**src/rtl/srx_pkg.sv**
```systemverilog
package srx_pkg;
  localparam int SRX_DW = 8;

  typedef enum logic [1:0] {PM_NONE = 2'd0, PM_EVEN = 2'd1, PM_ODD = 2'd2, PM_FORCE = 2'd3} srx_par_t;

  typedef enum logic [2:0] {
    S_IDLE, S_START, S_DATA, S_PAR, S_STOP, S_FEWAIT, S_BRKWAIT
  } srx_st_t;

  typedef struct packed {
    logic              brk;
    logic              fe;
    logic              pe;
    logic [SRX_DW-1:0] data;
  } srx_ent_t;

  // Right-align the last (5+sel) bits shifted in from the top.
  function automatic logic [SRX_DW-1:0] srx_align(input logic [SRX_DW-1:0] sh,
                                                  input logic [1:0] sel);
    return sh >> (2'd3 - sel);
  endfunction

  // Parity bit the sender is expected to place after the data.
  function automatic logic srx_par_exp(input logic [SRX_DW-1:0] d,
                                       input srx_par_t mode, input logic fv);
    case (mode)
      PM_EVEN:  return ^d;
      PM_ODD:   return ~^d;
      PM_FORCE: return fv;
      default:  return 1'b0;
    endcase
  endfunction
endpackage

```
**src/rtl/srx_frame.sv**
```systemverilog
module srx_frame
  import srx_pkg::*;
#(
  parameter int OSR = 16
) (
  input  logic      clk,
  input  logic      rst_n,
  input  logic      tick16,
  input  logic      rxd,
  input  logic [1:0] bits_sel,
  input  srx_par_t  par_mode,
  input  logic      par_force,
  output logic      chr_done,
  output srx_ent_t  chr_ent
);
  localparam int CW = $clog2(OSR);
  localparam logic [CW-1:0] C_HALF = CW'(OSR / 2 - 1);
  localparam logic [CW-1:0] C_FULL = CW'(OSR - 1);

  srx_st_t           state;
  logic [CW-1:0]     cnt;
  logic [2:0]        bidx;
  logic [SRX_DW-1:0] sh;
  logic              parbit;

  logic [2:0]        last_idx;
  logic              par_on;
  logic              stop_tick;
  logic [SRX_DW-1:0] data_al;
  logic              all_zero;

  assign last_idx  = 3'(bits_sel) + 3'd4;
  assign par_on    = (par_mode != PM_NONE);
  assign stop_tick = tick16 && (state == S_STOP) && (cnt == C_FULL);
  assign data_al   = srx_align(sh, bits_sel);
  assign all_zero  = (data_al == '0) && !(par_on && parbit);

  assign chr_done     = stop_tick;
  assign chr_ent.data = data_al;
  assign chr_ent.brk  = !rxd && all_zero;
  assign chr_ent.fe   = !rxd && !all_zero;
  assign chr_ent.pe   = par_on && !(!rxd && all_zero) &&
                        (parbit != srx_par_exp(data_al, par_mode, par_force));

  always_ff @(posedge clk or negedge rst_n) begin
    if (!rst_n) begin
      state  <= S_IDLE;
      cnt    <= '0;
      bidx   <= '0;
      sh     <= '0;
      parbit <= 1'b0;
    end else if (tick16) begin
      case (state)
        S_IDLE: if (!rxd) begin
          state <= S_START;
          cnt   <= '0;
        end
        S_START: if (cnt == C_HALF) begin
          cnt   <= '0;
          bidx  <= '0;
          state <= rxd ? S_IDLE : S_DATA;
        end else cnt <= cnt + 1'b1;
        S_DATA: if (cnt == C_FULL) begin
          cnt <= '0;
          sh  <= {rxd, sh[SRX_DW-1:1]};
          if (bidx == last_idx) state <= par_on ? S_PAR : S_STOP;
          else                  bidx  <= bidx + 1'b1;
        end else cnt <= cnt + 1'b1;
        S_PAR: if (cnt == C_FULL) begin
          cnt    <= '0;
          parbit <= rxd;
          state  <= S_STOP;
        end else cnt <= cnt + 1'b1;
        S_STOP: if (cnt == C_FULL) begin
          cnt <= '0;
          if (rxd)           state <= S_IDLE;
          else if (all_zero) state <= S_BRKWAIT;
          else               state <= S_FEWAIT;
        end else cnt <= cnt + 1'b1;
        S_FEWAIT: if (cnt == C_HALF) begin
          cnt   <= '0;
          state <= rxd ? S_IDLE : S_START;
        end else cnt <= cnt + 1'b1;
        S_BRKWAIT: if (rxd) state <= S_IDLE;
        default: state <= S_IDLE;
      endcase
    end
  end
endmodule

```
**src/rtl/srx_fifo.sv**
```systemverilog
module srx_fifo
  import srx_pkg::*;
#(
  parameter int DEPTH = 3
) (
  input  logic     clk,
  input  logic     rst_n,
  input  logic     push,
  input  srx_ent_t ent_in,
  input  logic     pop,
  input  logic     err_clr,
  output srx_ent_t head,
  output logic     ready,
  output logic     full,
  output logic     overrun
);
  localparam int PW = (DEPTH > 1) ? $clog2(DEPTH) : 1;
  localparam int NW = $clog2(DEPTH + 1);
  localparam logic [PW-1:0] P_LAST = PW'(DEPTH - 1);
  localparam logic [NW-1:0] N_FULL = NW'(DEPTH);

  srx_ent_t      mem [DEPTH];
  logic [PW-1:0] wp, rp;
  logic [NW-1:0] cnt;
  logic          do_pop, do_push;

  assign do_pop  = pop && (cnt != '0);
  assign do_push = push && ((cnt != N_FULL) || do_pop);
  assign ready   = (cnt != '0);
  assign full    = (cnt == N_FULL);
  assign head    = ready ? mem[rp] : '0;

  always_ff @(posedge clk) begin
    if (do_push) mem[wp] <= ent_in;
  end

  always_ff @(posedge clk or negedge rst_n) begin
    if (!rst_n) begin
      wp      <= '0;
      rp      <= '0;
      cnt     <= '0;
      overrun <= 1'b0;
    end else begin
      if (do_push) wp <= (wp == P_LAST) ? '0 : wp + 1'b1;
      if (do_pop)  rp <= (rp == P_LAST) ? '0 : rp + 1'b1;
      if (do_push && !do_pop)      cnt <= cnt + 1'b1;
      else if (do_pop && !do_push) cnt <= cnt - 1'b1;
      if (push && !do_push) overrun <= 1'b1;
      else if (err_clr)     overrun <= 1'b0;
    end
  end
endmodule

```
**src/rtl/serial_rx_fifo.sv**
```systemverilog
module serial_rx_fifo
  import srx_pkg::*;
#(
  parameter int OSR   = 16,
  parameter int DEPTH = 3
) (
  input  logic       clk,
  input  logic       rst_n,
  input  logic       tick16,
  input  logic       rxd,
  input  logic [1:0] bits_sel,
  input  logic [1:0] par_mode,
  input  logic       par_force,
  input  logic       pop,
  input  logic       err_clr,
  output logic [7:0] rd_data,
  output logic       rd_brk,
  output logic       rd_fe,
  output logic       rd_pe,
  output logic       rx_ready,
  output logic       fifo_full,
  output logic       overrun
);
  logic     chr_done;
  srx_ent_t chr_ent;
  srx_ent_t head;

  srx_frame #(.OSR(OSR)) u_frame (
    .clk(clk), .rst_n(rst_n), .tick16(tick16), .rxd(rxd),
    .bits_sel(bits_sel), .par_mode(srx_par_t'(par_mode)), .par_force(par_force),
    .chr_done(chr_done), .chr_ent(chr_ent)
  );

  srx_fifo #(.DEPTH(DEPTH)) u_fifo (
    .clk(clk), .rst_n(rst_n), .push(chr_done), .ent_in(chr_ent),
    .pop(pop), .err_clr(err_clr), .head(head),
    .ready(rx_ready), .full(fifo_full), .overrun(overrun)
  );

  assign rd_data = head.data;
  assign rd_brk  = head.brk;
  assign rd_fe   = head.fe;
  assign rd_pe   = head.pe;
endmodule

```
**config.mk**
```make
export PLATFORM = sky130hd
export DESIGN_NAME = serial_rx_fifo
export DESIGN_NICKNAME = d
export VERILOG_FILES = /design/src/rtl/srx_pkg.sv /design/src/rtl/srx_frame.sv /design/src/rtl/srx_fifo.sv /design/src/rtl/serial_rx_fifo.sv
export SDC_FILE = /design/constraint.sdc
export NUM_CORES = 1
export LEC_CHECK = 0
export BUFFER_PORTS_ARGS = -buffer_cell sky130_fd_sc_hd__buf_2
export CORE_UTILIZATION = 54
export CTS_CLUSTER_DIAMETER = 30
export DETAILED_ROUTE_END_ITERATION = 10
export PLACE_DENSITY = 0.76
export SETUP_SLACK_MARGIN = 0.2
export SLEW_MARGIN = 20
export SYNTH_ARGS = -nofsm -noshare
export SYNTH_HDL_FRONTEND = slang
export SYNTH_SLANG_ARGS = --single-unit
```
**constraint.sdc**
```tcl
create_clock -name clk -period 2.68 [get_ports clk]
set_clock_uncertainty 0.1 [all_clocks]
set_input_delay 0.268 -clock clk [delete_from_list [all_inputs] [get_ports clk]]
set_output_delay 0.268 -clock clk [all_outputs]
set_load 0.05 [all_outputs]
```
Word-level counts from Yosys, hierarchy flattened:

Memory sizes are Yosys's and may differ from the RTL's.
Cells that the tools add are included.

* input bits: 11
* bits in registers: 26
* memory bits (writable): 33
* memories: 1
* output and inout bits: 14
* logic and storage cells: 114

Memory list
* u_fifo.mem: depth 3, bits a word 11, read ports 1, clocked after memory_dff 0, wr ports 1, line srx_fifo.sv:22 `srx_ent_t mem [DEPTH];`

* equality and inequality tests: 26
* shift-type cells: 1
* multiplexer cells: 32
* reductions and logical operators: 37
* add/subtract/negate cells: 8

Operators with widths (number)
* 3-bit 2-to-1 mux: 13
* 3-bit one-hot mux with 7 select lines: 1
* 1-bit logical AND: 13
* 2-bit 2-to-1 mux: 6
* 4-bit 2-to-1 mux: 3
* 4-bit one-hot mux with 3 select lines: 1
* 11-bit 2-to-1 mux: 1
* 2-bit equality test, second input constant: 5
* 2-bit by 1-bit != test with 1-bit output, second input constant: 5
* 2-bit != test, second input constant: 5
* 2-bit nonzero test: 5
* 3-bit equality test, second input constant: 3
* 3-bit AND reduction: 3
* 9-bit AND reduction: 1
* 8-bit zero test: 1
* 8-bit XNOR reduction: 1
* 8-bit XOR reduction: 1
* 8-bit by 2-bit right shift with 8-bit output: 1
* 2-bit by 1-bit adder with 2-bit output, second input constant: 3
* 3-bit by 2-bit equality test with 1-bit output, second input constant: 2
* 1-bit zero test: 6
* 3-bit one-hot mux with 2 select lines: 1
* 1-bit 2-to-1 mux: 5
* 5-bit AND reduction: 1
* other kinds (17): 17

Depth between registers and ports, before layout:

* word-level depth: 8
* depth in mapped cells: 10
* depth with buffers taken out: 9

Cells and area by module:

Synthesis repeated with hierarchy kept, for this count alone.

* cells, all modules: 266
* area, all modules: 3126.7 um2

By module, submodules not included
* srx_fifo: sequential area each 1166.1 um2, area each 1686.6 um2, times used 1, cells each 103
* srx_frame: sequential area each 475.5 um2, area each 1440.1 um2, times used 1, cells each 163

Least setup slack after synthesis:

OpenSTA, ideal clock, no wires.

* kind: flip-flop to flip-flop
* from: register u_frame.cnt[0]
* to: memory u_fifo.mem[1][0] (netlist name) (enable)
* cell stages (with the launch flop): 6
* path slack: 0.142 ns
* path buffers: 0
* arrival time: 2.042 ns
* setup time: 0.396 ns
* period minus slack after synthesis: 2.538 ns
* data required time: 2.184 ns
* cell sequence: dfrtp_1 ha_1 and4_1 nand3_1 o21bai_1 nor3b_1

* cells in the longest elaborated chain, start to end: 5

RTL lines
* from (decl): line srx_frame.sv:21 `logic [CW-1:0] cnt;`
* from (signal assigned): line srx_frame.sv:62 `end else cnt <= cnt + 1'b1;`
* from (signal assigned): line srx_frame.sv:68 `end else cnt <= cnt + 1'b1;`
* from (signal assigned): line srx_frame.sv:73 `end else cnt <= cnt + 1'b1;`
* 4-bit equality test: line srx_frame.sv:34 `assign stop_tick = tick16 && (state == S_STOP) && (cnt == C_FULL);`
* 1-bit logical AND: line srx_frame.sv:34
* 1-bit logical AND: line srx_fifo.sv:28 `assign do_push = push && ((cnt != N_FULL) || do_pop);`
* 1-bit 2-to-1 mux: line srx_fifo.sv:34 `if (do_push) mem[wp] <= ent_in;`
* 1-bit 2-to-1 mux (not written as such): line srx_fifo.sv:34
* to (decl): line srx_fifo.sv:22

No other way between the ends.

==> impl_metrics.csv <==
group,metric,value,unit
timing,min_period_over_period,0.909,
final_layout,nets,333,
synth,ys_seq_elements,59,
synth,yosysTopAreaCellShare,0.324,
die,initial_core_util,0.559,
min_path,hold_depth,2,
die,fp.dieH,77.3,microns
drt,drc_errors,0,
clock_tree,max-clock-path-buffers,2,
critical_path,path_max_fanout,3,
synth,syn-instance-count,275,
synth,synth.largest_area_cell,"edfxtp_1",
synth,synthTopCellsByArea,"edfxtp_1 (32%), dfrtp_1 (21%), mux2i_1 (5.2%), nor2_1 (4.3%), mux2_2 (4.0%)",
grt,grt_antenna_before_repair,0,
clock_tree,root_buffer,"clkbuf_8",
timing,final.setup.tns,0,ns
power,leakagePower,1.61,nW
critical_path,timing.critical_path.from_type,"flip-flop",
drt,drt-wirelength-per-cell,15.0,microns
critical_path,reg2reg_depth,10,
outcome,status,"finished clean",
timing,rsz0062_at_grt,"false",
critical_path,crit-reg2reg-launch,"u_frame.sh[5]",
power,power.internal,1.93,mW
timing,final_max_slew_viol_count,0,
timing,hold_viol_final,0,
synth,synth_edf_count,33,
power,power,3.36,mW
power,switching_share,0.426,
final_layout,final_cell_mix,"nor2_1 (34), edfxtp_1 (33), dfrtp_1 (26), buf_2 (24), nand2_1 (20)",
timing,max_freq,410,MHz
timing,hold-worst-slack,0.0549,ns
synth,yosysUniqueCellTypes,52,
die,io_pins,25,
place,gp_congestion,0.827,
timing,relSlewSlack,0.485,
grt,track_usage,0.208,
die,die_area,5980,sq um
clock_tree,clk_pin_slew_worst_paths,0.07,ns
final_layout,n_antenna_cell,0,
clock_tree,cts_htree_levels,3,
clock_tree,clk_latency,0.33,ns
critical_path,crit_start,"u_frame.sh[5]",
power,powerDensity,921,nW/um^2
clock_tree,cts_num_sinks,59,
place,placed_cell_area,3270,sq um
timing,layout_setup_ws,0.243,ns
timing,setup_violations,0,
die,core,5470,sq um
power,pwr-share-seq,0.370,
grt,grt_pass1_wl,9340,microns
power,peakVddDrop,630,uV
drt,vias,2199,
power,power.switching,1.43,mW
flow_run,drv_cap,0,
place,pre_cts_ws,0.0239,ns
clock_tree,cts_tree,"done",
final_layout,layout_commonest_cell,"nor2_1",
power,clockPowerShare,0.227,
power,p_comb_frac,0.403,
die,die_w,77.3,microns
synth,ys.flop_type,"edfxtp_1",
grt,overflow,0,
final_layout,syn2layout_area_growth,19.1,%
final_layout,final_util,0.666,
final_layout,drive_above_1_share,0.288,
synth,synthArstFlopShare,0.441,
final_layout,final_cell_area,3650,sq um
drt,viasPerCell,5.61,
synth,ys.warnings.count,0,
grt,grt_max_degree,27,
timing,timing.final.crit_period,2.44,ns
grt,grt_pass1_vias,2076,
drt,ant_nets,0,
min_path,hold_class,"input port to flip-flop",
synth,syn_area,3060,sq um
place,port_buffers,24,
die,rows,27,
synth,ys_seq_area_frac,0.536,
critical_path,endpoint_kind,"flip-flop",
min_path,worstHoldStart,"pop",
drt,first_iter_violations,51,
place,dp_hpwl,3870,microns
critical_path,critPathArrivalTime,2.41,ns
drt,drt-total-wl,5890,microns
drt,firstDrtPassIters,5,
synth,synth_fp_nets,293,
synth,syn_avg_cell_area,11.1,sq um
critical_path,critical_path_class,"flip-flop to flip-flop",
clock_tree,cts_buffers,9,
place,post-place-cells,366,
final_layout,stdcell_count,392,
critical_path,worstPathRequired,2.65,ns
timing,worst_pin_slew,0.769,ns
Yosys cell counts, types with 2 or more instances:
cell,number
or2_2,3
o21a_1,5
mux2i_1,16
o21ai_0,9
nand3_1,5
nor3_1,6
clkbuf_1,6
xnor2_1,4
nand2_1,21
xor2_1,3
buf_6,2
nand4_1,2
a2bb2oi_1,2
nor3b_1,5
buf_2,3
mux2_1,5
dfrtp_1,26
o22ai_1,2
nor2_1,35
o211ai_1,2
edfxtp_1,33
inv_1,17
ha_1,7
a21oi_1,16
a31oi_1,2
nand2b_1,2
mux2_2,11
worst max-delay path, cell delays in order, from the launching register on:
cell     delay [ns]
dfrtp_1        0.40
buf_6          0.12
mux2_4         0.27
nand2_2        0.07
o21a_1         0.18
ha_4           0.22
xor2_2         0.14
xnor2_1        0.15
mux2i_1        0.17
mux2i_1        0.24
o22ai_2        0.11
sequential cells by signal (all words and copies together), names as in the netlist:
| register | count |
|---|---|
| u_fifo.mem | 33 |
| u_frame.cnt | 4 |
| u_frame.bidx | 3 |
| u_frame.parbit | 1 |
| u_fifo.cnt | 2 |
| u_frame.sh | 8 |
| u_frame.state | 3 |
| u_fifo.wp | 2 |
| u_fifo.overrun | 1 |
| u_fifo.rp | 2 |
power groups by stage:
stage	Clock (mW)	Sequential, mW	Combinational [mW]
2_1_floorplan	0	1.13	1.20
3_3_place_gp	0	1.25	1.28
3_5_place_dp	0	1.26	1.32
4_1_cts	0.778	1.24	1.33
5_1_grt	0.831	1.26	1.46
6_report	0.763	1.24	1.35
logic make-up after synthesis:
logic type / after synthesis / share of synthesized area
AO/OA/AOI/OAI: 52 / 0.114
AND/OR/NAND/NOR: 87 / 0.137
multiplexers: 33 / 0.116
flip-flops: 59 / 0.536
adder cells (fa/ha/maj): 7 / 0.0286
buffers and inverters: 29 / 0.0429
XOR/XNOR: 8 / 0.0253
final cells by class:
class | count | area, sq um
fill | 420 | 1830
sequential | 59 | 1640
tap | 72 | 90.1
clock inverter | 6 | 56.3
clock buffer | 10 | 128
multi-input combinational | 187 | 1410
inverter | 17 | 63.8
timing repair buffer | 41 | 256
routing by layer:
metal / routed length [microns] / global-route usage
met3: 212 / 0.0714
met5: 0 / 0
met4: 48 / 0.0811
met2: 3130 / 0.354
met1: 2500 / 0.238
what timing repair did:
item,in CTS,in global routing
setup buffers,6,2
setup endpoints to repair,4,4
resized for setup,9,19
gates cloned,0,0
hold endpoints to repair,26,1
hold buffers,1,1
pin swaps,7,6
worst paths after layout:
path                                     to  slack, ns
hold reg to reg              u_frame.cnt[0]       0.40
max in group asynchronous      u_fifo.wp[0]       1.72
hold / removal               u_fifo.overrun       0.05
setup reg to reg           u_fifo.mem[2][8]       0.24
min in group asynchronous    u_frame.cnt[1]       0.37
setup / recovery           u_fifo.mem[2][8]       0.24
No activity file was read; power rests on OpenSTA's default activity.
